--- src/rtl/link_integrity_mon.sv ---
module link_integrity_mon #(
  parameter int TIMEOUT_MS = 75,
  parameter int GAP_MIN_MS = 6,
  parameter int GAP_MAX_MS = 50
) (
  input  logic clk,
  input  logic rst_n,
  input  logic ms_tick,
  input  logic nlp_rx,
  input  logic pkt_rx,
  output logic link_ok,
  output logic tx_pkt_en
);
  localparam int TOP = (TIMEOUT_MS > GAP_MAX_MS + 1) ? TIMEOUT_MS : GAP_MAX_MS + 1;
  localparam int CW  = $clog2(TOP + 1);
  localparam logic [CW-1:0] LAST_IDLE = CW'(TIMEOUT_MS - 1);
  localparam logic [CW-1:0] WIN_LO    = CW'(GAP_MIN_MS);
  localparam logic [CW-1:0] WIN_HI    = CW'(GAP_MAX_MS);

  logic          ok_q, armed_q;
  logic [CW-1:0] cnt_q;

  wire in_win = armed_q && (cnt_q > WIN_LO) && (cnt_q <= WIN_HI);

  always_ff @(posedge clk) begin
    if (!rst_n) begin
      ok_q    <= 1'b0;
      armed_q <= 1'b0;
      cnt_q   <= '0;
    end else if (ok_q) begin
      if (pkt_rx || nlp_rx)
        cnt_q <= '0;
      else if (ms_tick) begin
        if (cnt_q == LAST_IDLE) begin
          ok_q  <= 1'b0;
          cnt_q <= '0;
        end else
          cnt_q <= cnt_q + 1'b1;
      end
    end else begin
      if (pkt_rx || (nlp_rx && in_win)) begin
        ok_q    <= 1'b1;
        armed_q <= 1'b0;
        cnt_q   <= '0;
      end else if (nlp_rx) begin
        armed_q <= 1'b1;
        cnt_q   <= '0;
      end else if (ms_tick && armed_q && cnt_q <= WIN_HI)
        cnt_q <= cnt_q + 1'b1;
    end
  end

  assign link_ok   = ok_q;
  assign tx_pkt_en = ok_q;
endmodule


--- config.mk ---
export PLATFORM = sky130hd
export DESIGN_NAME = link_integrity_mon
export DESIGN_NICKNAME = d
export VERILOG_FILES = /design/src/rtl/link_integrity_mon.sv
export SDC_FILE = /design/constraint.sdc
export NUM_CORES = 1
export LEC_CHECK = 0
export ABC_CLOCK_PERIOD_IN_PS = 2700
export BUFFER_PORTS_ARGS = -buffer_cell sky130_fd_sc_hd__buf_2
export CELL_PAD_IN_SITES_DETAIL_PLACEMENT = 1
export CELL_PAD_IN_SITES_GLOBAL_PLACEMENT = 1
export CORE_UTILIZATION = 43
export DETAILED_ROUTE_END_ITERATION = 8
export GPL_ROUTABILITY_DRIVEN = 0
export PLACE_DENSITY = 0.76
export SETUP_SLACK_MARGIN = 0.02
export SYNTH_ARGS = -nofsm -noshare
export SYNTH_HDL_FRONTEND = slang
export SYNTH_SLANG_ARGS = --single-unit
--- constraint.sdc ---
create_clock -name clk -period 2.7 [get_ports clk]
set_input_delay 0.135 -clock clk [delete_from_list [all_inputs] [get_ports clk]]
set_output_delay 0.135 -clock clk [all_outputs]
set_load 0.01 [all_outputs]
# After elaboration in Yosys (flattened, before gate mapping)
# Cells that the tools add are included.
# totals
output_inout_bits,2
reg_bits,9
input_bits,5
wordCells,34
# op_classes
n_eq_ne,2
add_sub_neg,1
reduce_logical,11
n_mux,14
magnitude_cmp,2
bitwise,1
# ops
op,count
7-bit two-way mux,7
7-bit by 1-bit adder with 7-bit output (second input constant),1
7-bit == test (second input constant),1
7-bit by 3-bit greater-than comparator with 1-bit output (second input constant),1
7-bit by 6-bit <= comparator with 1-bit output (second input constant),1
1-bit two-way mux,7
1-bit logical AND,5
2-bit AND reduction,2
4-bit nonzero test,1
3-bit by 2-bit != test with 1-bit output (second input constant),1
1-bit logical OR,2
2-bit nonzero test,1
1-bit NOT,1

# Depth between registers and ports, before layout
# Gate-level depths: netlist of run 1.
# depth
depth_word,7
depth_mapped,6
ltp_nobuf,6

# Least setup slack after synthesis of run 1
# No wires, ideal clock.
# synth_path
path_kind,register to register
from,register cnt_q[0]
to,register armed_q
n_path_buf,0
path_stages_with_launch,7
slack_ns,1.264
synth_period_minus_slack_ns,1.436
t_arrival_ns,1.317
required_time_ns,2.581
path_cell_list,dfxtp_1 > inv_1 > ha_1 > and3b_1 > o21ai_1 > o21ba_2 > o221a_2
# synth_between
elab_chain_cells,7
# synth_lines
element,line_no,source
"start, declared",21,logic [CW-1:0] cnt_q;
"start signal, assigned",38,cnt_q <= cnt_q + 1'b1;
"start signal, assigned",49,cnt_q <= cnt_q + 1'b1;
7-bit by 3-bit greater-than comparator with 1-bit output,23,wire in_win = armed_q && (cnt_q > WIN_LO) && (cnt_q <= WIN_HI);
1-bit logical AND,23,
1-bit logical AND (*),23,
1-bit logical AND (*),41,if (pkt_rx || (nlp_rx && in_win)) begin
1-bit logical OR (*),41,
2-bit nonzero test (no line),n/a,
2-bit AND reduction (no line),n/a,
"end signal, assigned",28,armed_q <= 1'b0;
"end signal, assigned",43,armed_q <= 1'b0;
"end signal, assigned",46,armed_q <= 1'b1;
"end, declared",20,"logic ok_q, armed_q;"
# Mark *: on every way between the ends. The rest lies on a longest branch, timed or not.
# A chain may end at the register's enable or synchronous reset.

# Worst setup path in the final report of run 1
# layout_path
from,register cnt_q[1]
to,register ok_q (netlist: link_ok)
# layout_between
elab_chain_cells,7
# layout_lines
element,line_no,source
7-bit by 3-bit greater-than comparator with 1-bit output,23,
1-bit logical AND (2 in series),23,
1-bit logical AND,41,
1-bit logical OR,41,
1-bit two-way mux,41,
1-bit two-way mux (*),30,end else if (ok_q) begin
"end signal, assigned",27,ok_q <= 1'b0;
"end signal, assigned",35,ok_q <= 1'b0;
"end signal, assigned",42,ok_q <= 1'b1;
"end, declared",20,
# Marks and branches as above.

==> results of run 1 <==
[area by class of cell]
cell class,instances,area (sq um)
tap,14,17.5
multi-input combinational,54,377
clock buffer,4,26.3
sequential,9,180
fill,156,533
inverter,2,7.51
timing repair buffer,6,30.0
[placed cells by master (no fill, tap or decap), types with 2 or more instances in the layout]
| cell | synthesis | final |
|---|---|---|
| nor2_1 | 2 | 2 |
| ha_1 | 2 | 2 |
| a21oi_1 | 7 | 7 |
| dfxtp_1 | 9 | 9 |
| mux2i_1 | 3 | 3 |
| o21ai_0 | 3 | 3 |
| nand2_1 | 7 | 7 |
| a211o_1 | 2 | 2 |
| or4_1 | 2 | 2 |
| clkbuf_4 | 0 | 3 |
| buf_2 | 0 | 6 |
| inv_1 | 2 | 2 |
| nand3b_1 | 4 | 4 |
| nand3_1 | 5 | 5 |
[worst reg2reg max path, delay by kind of cell (launching register included)]
family | cells | cell delay [ps]
compound gates | 2 | 300
flops | 1 | 440
simple gates | 2 | 640
fa+ha+maj | 1 | 200
[where the power goes]
part / leakage (nW) / total (mW) / internal, mW / switching (mW)
logic: 0.133 / 0.0278 / 0.0121 / 0.0158
clock network: 0.0150 / 0.112 / 0.0573 / 0.0551
registers: 0.0731 / 0.139 / 0.135 / 0.00362
total: 0.221 / 0.279 / 0.205 / 0.0745
[sequential cells by signal, summed over array words and instances (netlist names)]
signal / flops
cnt_q: 7
link_ok: 1
armed_q: 1
[worst min path at each step]
stage                     endpoint  start  cells past startpoint
after floorplan            link_ok  rst_n                      2
after global placement     link_ok  rst_n                      3
after detailed placement   armed_q  rst_n                      2
after CTS                  armed_q  rst_n                      2
after global routing       armed_q  rst_n                      2
final                      armed_q  rst_n                      2
[kinds of logic (layout without fill, tap and decap cells)]
kind of cell,Yosys count,count (layout),share of synthesized area (%)
AO/OA/AOI/OAI,21,21,26.5
adder cells (fa/ha/maj),2,2,4.35
buffers and inverters,4,12,3.26
flip-flops,9,9,31.3
multiplexers,3,3,5.22
AND/OR/NAND/NOR,28,28,29.4
[metal layers]
| metal | track usage (%) | vias up | routed length [um] |
|---|---|---|---|
| met4 | 12.9 | 0 | 32 |
| met3 | 10.4 | 5 | 57 |
| met1 | 27.4 | 254 | 672 |
| li1 | - | 275 | - |
| met2 | 40.0 | 9 | 649 |
| met5 | 0 | - | 0 |
[per-stage QoR]
step / setup slack [ps] / area [sq um]
after CTS: 1030 / 638
after global placement: 1160 / 612
final: 1010 / 638
after floorplan: 1260 / 576
after global routing: 816 / 638
after detailed placement: 1060 / 612
==> run_summary.xml, run 1 <==
<?xml version="1.0" encoding="UTF-8"?>
<metrics>
  <group name="cts">
    <metric name="post_cts.resized_instances" unit="">0</metric>
    <metric name="post-cts-setup-buffer-count" unit="">0</metric>
    <metric name="ctsHtreeMaxLevel" unit="">1</metric>
    <metric name="cts.sink_count" unit="">9</metric>
    <metric name="cts-root-to-sink-buffers" unit="">2</metric>
    <metric name="clk_latency" unit="ps">270</metric>
    <metric name="cts-buffers-inserted" unit="">3</metric>
    <metric name="clock_tree_from_tritoncts" unit="">yes</metric>
    <metric name="ctsRootBufferMaster" unit="">clkbuf_4</metric>
    <metric name="clk_transition_reported_paths" unit="ps">70</metric>
    <metric name="cts-hold-fix-buffers" unit="">0</metric>
  </group>
  <group name="floorplan">
    <metric name="io_pins" unit="">7</metric>
    <metric name="initial_core_util" unit="%">49.1</metric>
    <metric name="fp.dieArea" unit="sq um">1490</metric>
    <metric name="fp.dieH" unit="um">38.6</metric>
    <metric name="chipWidth" unit="um">38.6</metric>
    <metric name="core_region_area" unit="sq um">1170</metric>
    <metric name="rows" unit="">12</metric>
  </group>
  <group name="placed_design">
    <metric name="buffers_on_ports" unit="">6</metric>
    <metric name="dp_cells" unit="">85</metric>
    <metric name="detailed_place_hpwl" unit="mm">1.04</metric>
  </group>
  <group name="drt">
    <metric name="route.antenna.remaining_nets" unit="">0</metric>
    <metric name="route.vias.total" unit="">543</metric>
    <metric name="drt_wl_total" unit="mm">1.41</metric>
    <metric name="avg_wl_per_cell" unit="um">15.9</metric>
    <metric name="viasPerCell" unit="">6.10</metric>
    <metric name="drc" unit="">0</metric>
    <metric name="initialDrtViolationCount" unit="">6</metric>
    <metric name="first_pass_iters" unit="">4</metric>
  </group>
  <group name="setup_path">
    <metric name="crit-reg2reg-capture" unit="">link_ok</metric>
    <metric name="worstRegToRegCells" unit="">5</metric>
    <metric name="cp.buffers_inverters" unit="">0</metric>
    <metric name="required" unit="ps">2860</metric>
    <metric name="critical_path_class" unit="">register to register</metric>
    <metric name="critPathMaxFanout" unit="">8</metric>
    <metric name="critical_path_cell_count" unit="">5</metric>
    <metric name="critPathArrivalTime" unit="ps">1850</metric>
    <metric name="regToRegStartpoint" unit="">cnt_q[1]</metric>
    <metric name="timing.critical_path.cells" unit="">ha_1 &gt; nor3b_1 &gt; nand3_1 &gt; o21ai_0 &gt; a21oi_1</metric>
    <metric name="critical-path-top-delay-family" unit="">simple AND/OR/NAND/NOR gates</metric>
    <metric name="endpoint_kind" unit="">register</metric>
    <metric name="slowest_delay" unit="ps">440</metric>
    <metric name="cp_slowest_cell" unit="">dfxtp_1</metric>
    <metric name="worst_setup_path_startpoint" unit="">cnt_q[1]</metric>
    <metric name="flop2flop_setup_slack" unit="ps">1010</metric>
    <metric name="start_kind" unit="">register</metric>
    <metric name="setup.worst_path.end" unit="">link_ok</metric>
  </group>
  <group name="sta">
    <metric name="max_slew_margin" unit="%">70.7</metric>
    <metric name="grt_setup_unrepaired" unit="">false</metric>
    <metric name="timing_worst_slew_pin_value" unit="ps">437</metric>
    <metric name="timing.final.setup_violations" unit="">0</metric>
    <metric name="final_min_period_over_clock_period" unit="%">62.7</metric>
    <metric name="period_minus_slack" unit="ps">1690</metric>
    <metric name="final.setup.tns" unit="ps">0</metric>
    <metric name="hold_ws" unit="ps">146</metric>
    <metric name="finalHoldViolCount" unit="">0</metric>
    <metric name="slew_viol_final" unit="">0</metric>
    <metric name="fmaxAchievable" unit="MHz">591</metric>
    <metric name="worst_clock_skew" unit="ps">5.44</metric>
  </group>
  <group name="yosys">
    <metric name="synthTopCellsByCount" unit="">dfxtp_1, a21oi_1, nand2_1, nand3_1, nand3b_1</metric>
    <metric name="syn_nets" unit="">74</metric>
    <metric name="synth.lib_cells_used.distinct" unit="">31</metric>
    <metric name="post-synth-top-area-fraction" unit="%">31.3</metric>
    <metric name="synthCells" unit="">67</metric>
    <metric name="synth.most_common_cell" unit="">dfxtp_1</metric>
    <metric name="syn_avg_cell_area" unit="sq um">8.59</metric>
    <metric name="synth-seq-cells" unit="">9</metric>
    <metric name="synth_enable_flop_cells" unit="">0</metric>
    <metric name="synth_top_area_cell" unit="">dfxtp_1</metric>
    <metric name="yosys_warnings" unit="">0</metric>
    <metric name="synth-seq-area-share" unit="%">31.3</metric>
    <metric name="netlist_top_cells_area" unit="">dfxtp_1, a21oi_1, mux2i_1</metric>
    <metric name="synthesis.area" unit="sq um">576</metric>
    <metric name="synthFlopType" unit="">dfxtp_1</metric>
    <metric name="synthArstFlopShare" unit="%">0</metric>
  </group>
  <group name="run">
    <metric name="drv_cap" unit="">0</metric>
  </group>
  <group name="power_and_ir_drop">
    <metric name="power-per-cell-area" unit="nW/um^2">437</metric>
    <metric name="p_leak" unit="nW">0.221</metric>
    <metric name="vdd_ir_drop_max" unit="mV">0.263</metric>
    <metric name="total_design_power" unit="mW">0.279</metric>
  </group>
  <group name="final_layout">
    <metric name="drive_gt1_share" unit="%">22.7</metric>
    <metric name="num-nets-final" unit="">83</metric>
    <metric name="final_util" unit="%">54.5</metric>
    <metric name="area_delta_synth_final" unit="%">10.9</metric>
    <metric name="antenna_cells_inserted" unit="">0</metric>
    <metric name="post_layout_nonfiller_instances" unit="">89</metric>
  </group>
  <group name="grt">
    <metric name="grt_first_pass_wirelength" unit="mm">2.30</metric>
    <metric name="first_global_vias" unit="">525</metric>
    <metric name="grtUsageTotal" unit="%">24.8</metric>
    <metric name="grt_overflow_total" unit="">0</metric>
    <metric name="antenna_found_initial" unit="">0</metric>
    <metric name="maximum_number_of_pins_on_one_net_before_global_route_repair" unit="">10</metric>
  </group>
  <group name="run_status">
    <metric name="status" unit="">finished clean</metric>
  </group>
  <group name="hold_path">
    <metric name="hold_class" unit="">input pin to register</metric>
  </group>
</metrics>
Note: power is estimated with default switching activity, not from simulation.
==> inputs of run 2 (changes only) <==
ABC_AREA = 1   (was unset)
ABC_CLOCK_PERIOD_IN_PS = 1500   (was 2700)
CORE_UTILIZATION = 34   (was 43)
PLACE_DENSITY = 0.69   (was 0.76)
clock period = 1.5 ns   (was 2.7 ns; I/O delays follow)
==> run 2 against run 1 <==
  * Hold slack lost 85 ps
  * Count of clock-buffer cells in the layout is the same
  * Global-route usage shrank 4.9 points
  * Maximum frequency grew 23%
  * First-iteration DRC count grew 100%
  * Non-clock buffer count grew 9
  * Wire length grew 20%
  * Clock skew grew 2.3 ps
  * Critical path depth grew 3
  * Clock power grew 76%
  * Area after synthesis grew 8.7%
  * Critical endpoint is now cnt_q[1]
  * Highest routed layer unchanged
==> run_summary.xml, run 2 <==
<?xml version="1.0" encoding="UTF-8"?>
<metrics>
  <group name="final_layout">
    <metric name="num-nets-final" unit="">127</metric>
    <metric name="layout.cells.most_common_list" unit="">nand2_1, nor2_1, inv_1</metric>
    <metric name="stdcell_area" unit="sq um">777</metric>
    <metric name="drive_gt1_share" unit="%">27.7</metric>
    <metric name="largest_register_ffs" unit="">7</metric>
    <metric name="registers.top_by_ff_count" unit="">cnt_q</metric>
    <metric name="final_util" unit="%">45.0</metric>
    <metric name="antenna_cells_inserted" unit="">0</metric>
    <metric name="post_layout_nonfiller_instances" unit="">144</metric>
    <metric name="area_delta_synth_final" unit="%">24.2</metric>
    <metric name="layout.cells.most_common" unit="">nand2_1</metric>
  </group>
  <group name="floorplan">
    <metric name="initial_core_util" unit="%">36.2</metric>
    <metric name="core_region_area" unit="sq um">1730</metric>
    <metric name="fp.dieH" unit="um">44.9</metric>
    <metric name="chipWidth" unit="um">44.9</metric>
    <metric name="rows" unit="">15</metric>
    <metric name="io_pins" unit="">7</metric>
    <metric name="fp.dieArea" unit="sq um">2020</metric>
  </group>
  <group name="power_and_ir_drop">
    <metric name="p_leak" unit="nW">0.383</metric>
    <metric name="combPwrFrac" unit="%">12.7</metric>
    <metric name="total_design_power" unit="mW">0.510</metric>
    <metric name="vdd_ir_drop_max" unit="mV">0.383</metric>
    <metric name="power_report.internal_total" unit="mW">0.370</metric>
    <metric name="power.switching_fraction" unit="%">27.5</metric>
    <metric name="power-per-cell-area" unit="nW/um^2">657</metric>
    <metric name="share_clk_of_total_power" unit="%">38.6</metric>
    <metric name="power.sequential.fraction" unit="%">48.7</metric>
    <metric name="power.switching" unit="mW">0.140</metric>
  </group>
  <group name="sta">
    <metric name="grt_setup_unrepaired" unit="">true</metric>
    <metric name="hold_ws" unit="ps">60.9</metric>
    <metric name="timing.final.setup_violations" unit="">0</metric>
    <metric name="timing_worst_slew_pin_value" unit="ps">418</metric>
    <metric name="finalHoldViolCount" unit="">0</metric>
    <metric name="worst_slack" unit="ps">128</metric>
    <metric name="final.setup.tns" unit="ps">0</metric>
    <metric name="slew_viol_final" unit="">0</metric>
    <metric name="max_slew_margin" unit="%">72.0</metric>
    <metric name="fmaxAchievable" unit="MHz">729</metric>
    <metric name="worst_clock_skew" unit="ps">7.70</metric>
    <metric name="period_minus_slack" unit="ps">1370</metric>
    <metric name="final_min_period_over_clock_period" unit="%">91.5</metric>
  </group>
  <group name="yosys">
    <metric name="yosys_warnings" unit="">0</metric>
    <metric name="synthArstFlopShare" unit="%">0</metric>
    <metric name="syn_nets" unit="">110</metric>
    <metric name="synth.lib_cells_used.distinct" unit="">17</metric>
    <metric name="synth_top_area_cell" unit="">dfxtp_1</metric>
    <metric name="post-synth-top-area-fraction" unit="%">28.8</metric>
    <metric name="syn_avg_cell_area" unit="sq um">6.07</metric>
    <metric name="synthTopCellsByCount" unit="">nand2_1, nor2_1, inv_1, dfxtp_1, a21oi_1</metric>
    <metric name="synthCells" unit="">103</metric>
    <metric name="netlist_top_cells_area" unit="">dfxtp_1, nand2_1, nor2_1</metric>
    <metric name="synth_enable_flop_cells" unit="">0</metric>
    <metric name="synth-seq-cells" unit="">9</metric>
    <metric name="synth.most_common_cell" unit="">nand2_1</metric>
    <metric name="synth-seq-area-share" unit="%">28.8</metric>
    <metric name="synthFlopType" unit="">dfxtp_1</metric>
    <metric name="synthesis.area" unit="sq um">626</metric>
  </group>
  <group name="grt">
    <metric name="antenna_found_initial" unit="">0</metric>
    <metric name="maximum_number_of_pins_on_one_net_before_global_route_repair" unit="">12</metric>
    <metric name="grt_overflow_total" unit="">0</metric>
    <metric name="first_global_vias" unit="">685</metric>
    <metric name="grt_first_pass_wirelength" unit="mm">2.84</metric>
    <metric name="grtUsageTotal" unit="%">19.9</metric>
  </group>
  <group name="cts">
    <metric name="ctsRootBufferMaster" unit="">clkbuf_4</metric>
    <metric name="cts-buffers-inserted" unit="">3</metric>
    <metric name="ctsHtreeMaxLevel" unit="">1</metric>
    <metric name="cts.sink_count" unit="">9</metric>
    <metric name="clk_latency" unit="ps">270</metric>
    <metric name="clk_transition_reported_paths" unit="ps">70</metric>
    <metric name="cts-root-to-sink-buffers" unit="">2</metric>
    <metric name="clock_tree_from_tritoncts" unit="">yes</metric>
  </group>
  <group name="setup_path">
    <metric name="start_kind" unit="">register</metric>
    <metric name="worstRegToRegCells" unit="">8</metric>
    <metric name="slowest_delay" unit="ps">340</metric>
    <metric name="cp_slowest_cell" unit="">dfxtp_1</metric>
    <metric name="critical-path-top-delay-family" unit="">flip-flops</metric>
    <metric name="timing.critical_path.cells" unit="">inv_2 &gt; ha_2 &gt; nand4_1 &gt; o21ai_0 &gt; buf_4 &gt; nor2_2 &gt; nand2_1 &gt; a21oi_1</metric>
    <metric name="critPathMaxFanout" unit="">3</metric>
    <metric name="critical_path_cell_count" unit="">8</metric>
    <metric name="required" unit="ps">1700</metric>
    <metric name="critPathArrivalTime" unit="ps">1580</metric>
    <metric name="endpoint_kind" unit="">register</metric>
    <metric name="critical_path_class" unit="">register to register</metric>
    <metric name="cp.buffers_inverters" unit="">2</metric>
  </group>
  <group name="drt">
    <metric name="route.antenna.remaining_nets" unit="">0</metric>
    <metric name="avg_wl_per_cell" unit="um">11.8</metric>
    <metric name="first_pass_iters" unit="">4</metric>
    <metric name="route.vias.total" unit="">688</metric>
    <metric name="drc" unit="">0</metric>
    <metric name="drt_wl_total" unit="mm">1.70</metric>
    <metric name="initialDrtViolationCount" unit="">12</metric>
    <metric name="viasPerCell" unit="">4.78</metric>
  </group>
  <group name="placed_design">
    <metric name="preCtsSetupSlack" unit="ps">8.95</metric>
    <metric name="buffers_on_ports" unit="">6</metric>
    <metric name="placed_standard_cell_area" unit="sq um">717</metric>
    <metric name="dp_cells" unit="">139</metric>
    <metric name="detailed_place_hpwl" unit="mm">1.40</metric>
  </group>
  <group name="hold_path">
    <metric name="worstHoldPathCells" unit="">3</metric>
    <metric name="hold_class" unit="">input pin to register</metric>
  </group>
  <group name="run_status">
    <metric name="status" unit="">finished clean</metric>
  </group>
  <group name="run">
    <metric name="drv_cap" unit="">0</metric>
  </group>
</metrics>
run 2: cells by family (layout without fill, tap and decap cells):
group,Yosys count,in the layout,synth area share [%]
compound gates,13,13,11.6
xor+xnor,1,1,1.40
fa+ha+maj,2,2,4.00
buf+inv,18,34,13.8
flops,9,9,28.8
simple gates,60,60,40.4
run 2: worst reg2reg max path, delay by kind of cell, from the launching register on:
| family | cells | cell delay [ps] |
|---|---|---|
| simple gates | 3 | 300 |
| buf+inv | 2 | 240 |
| flops | 1 | 340 |
| compound gates | 2 | 220 |
| fa+ha+maj | 1 | 190 |
run 2: final cells by class:
type / count / area [sq um]
Multi-Input combinational cell: 76 / 382
Fill cell: 250 / 950
Timing Repair Buffer: 15 / 97.6
Tap cell: 25 / 31.3
Clock buffer: 4 / 26.3
Sequential cell: 9 / 184
Inverter: 15 / 56.3
run 2: per-layer routing:
layer	wire [um]	track usage [%]	share of wire, %
met1	811	25.4	48
met2	825	32.6	49
met3	20	2.40	1.2
met4	38	10.9	2.2
met5	0	0	0
run 2: final timing paths:
| check | from | to | slack [ps] |
|---|---|---|---|
| min reg2reg | cnt_q[0] | cnt_q[0] | 490 |
| min | rst_n | cnt_q[2] | 60 |
| max | cnt_q[0] | cnt_q[1] | 130 |
| max reg2reg | cnt_q[0] | cnt_q[1] | 130 |
run 2: power groups by stage:
| stage | Clock [mW] | Combinational, mW | Sequential [mW] |
|---|---|---|---|
| finish | 0.197 | 0.0648 | 0.249 |
| global route | 0.213 | 0.0726 | 0.249 |
| CTS | 0.200 | 0.0632 | 0.249 |
| detailed placement | 0 | 0.0619 | 0.254 |
| global placement | 0 | 0.0599 | 0.254 |
| floorplan | 0 | 0.0414 | 0.255 |
run 2: repair_timing:
action	4_1_cts	5_1_grt
buffers inserted	1	0
pin swaps	1	0
setup endpoints to repair	7	8
resized for setup	2	10
hold buffers	0	0
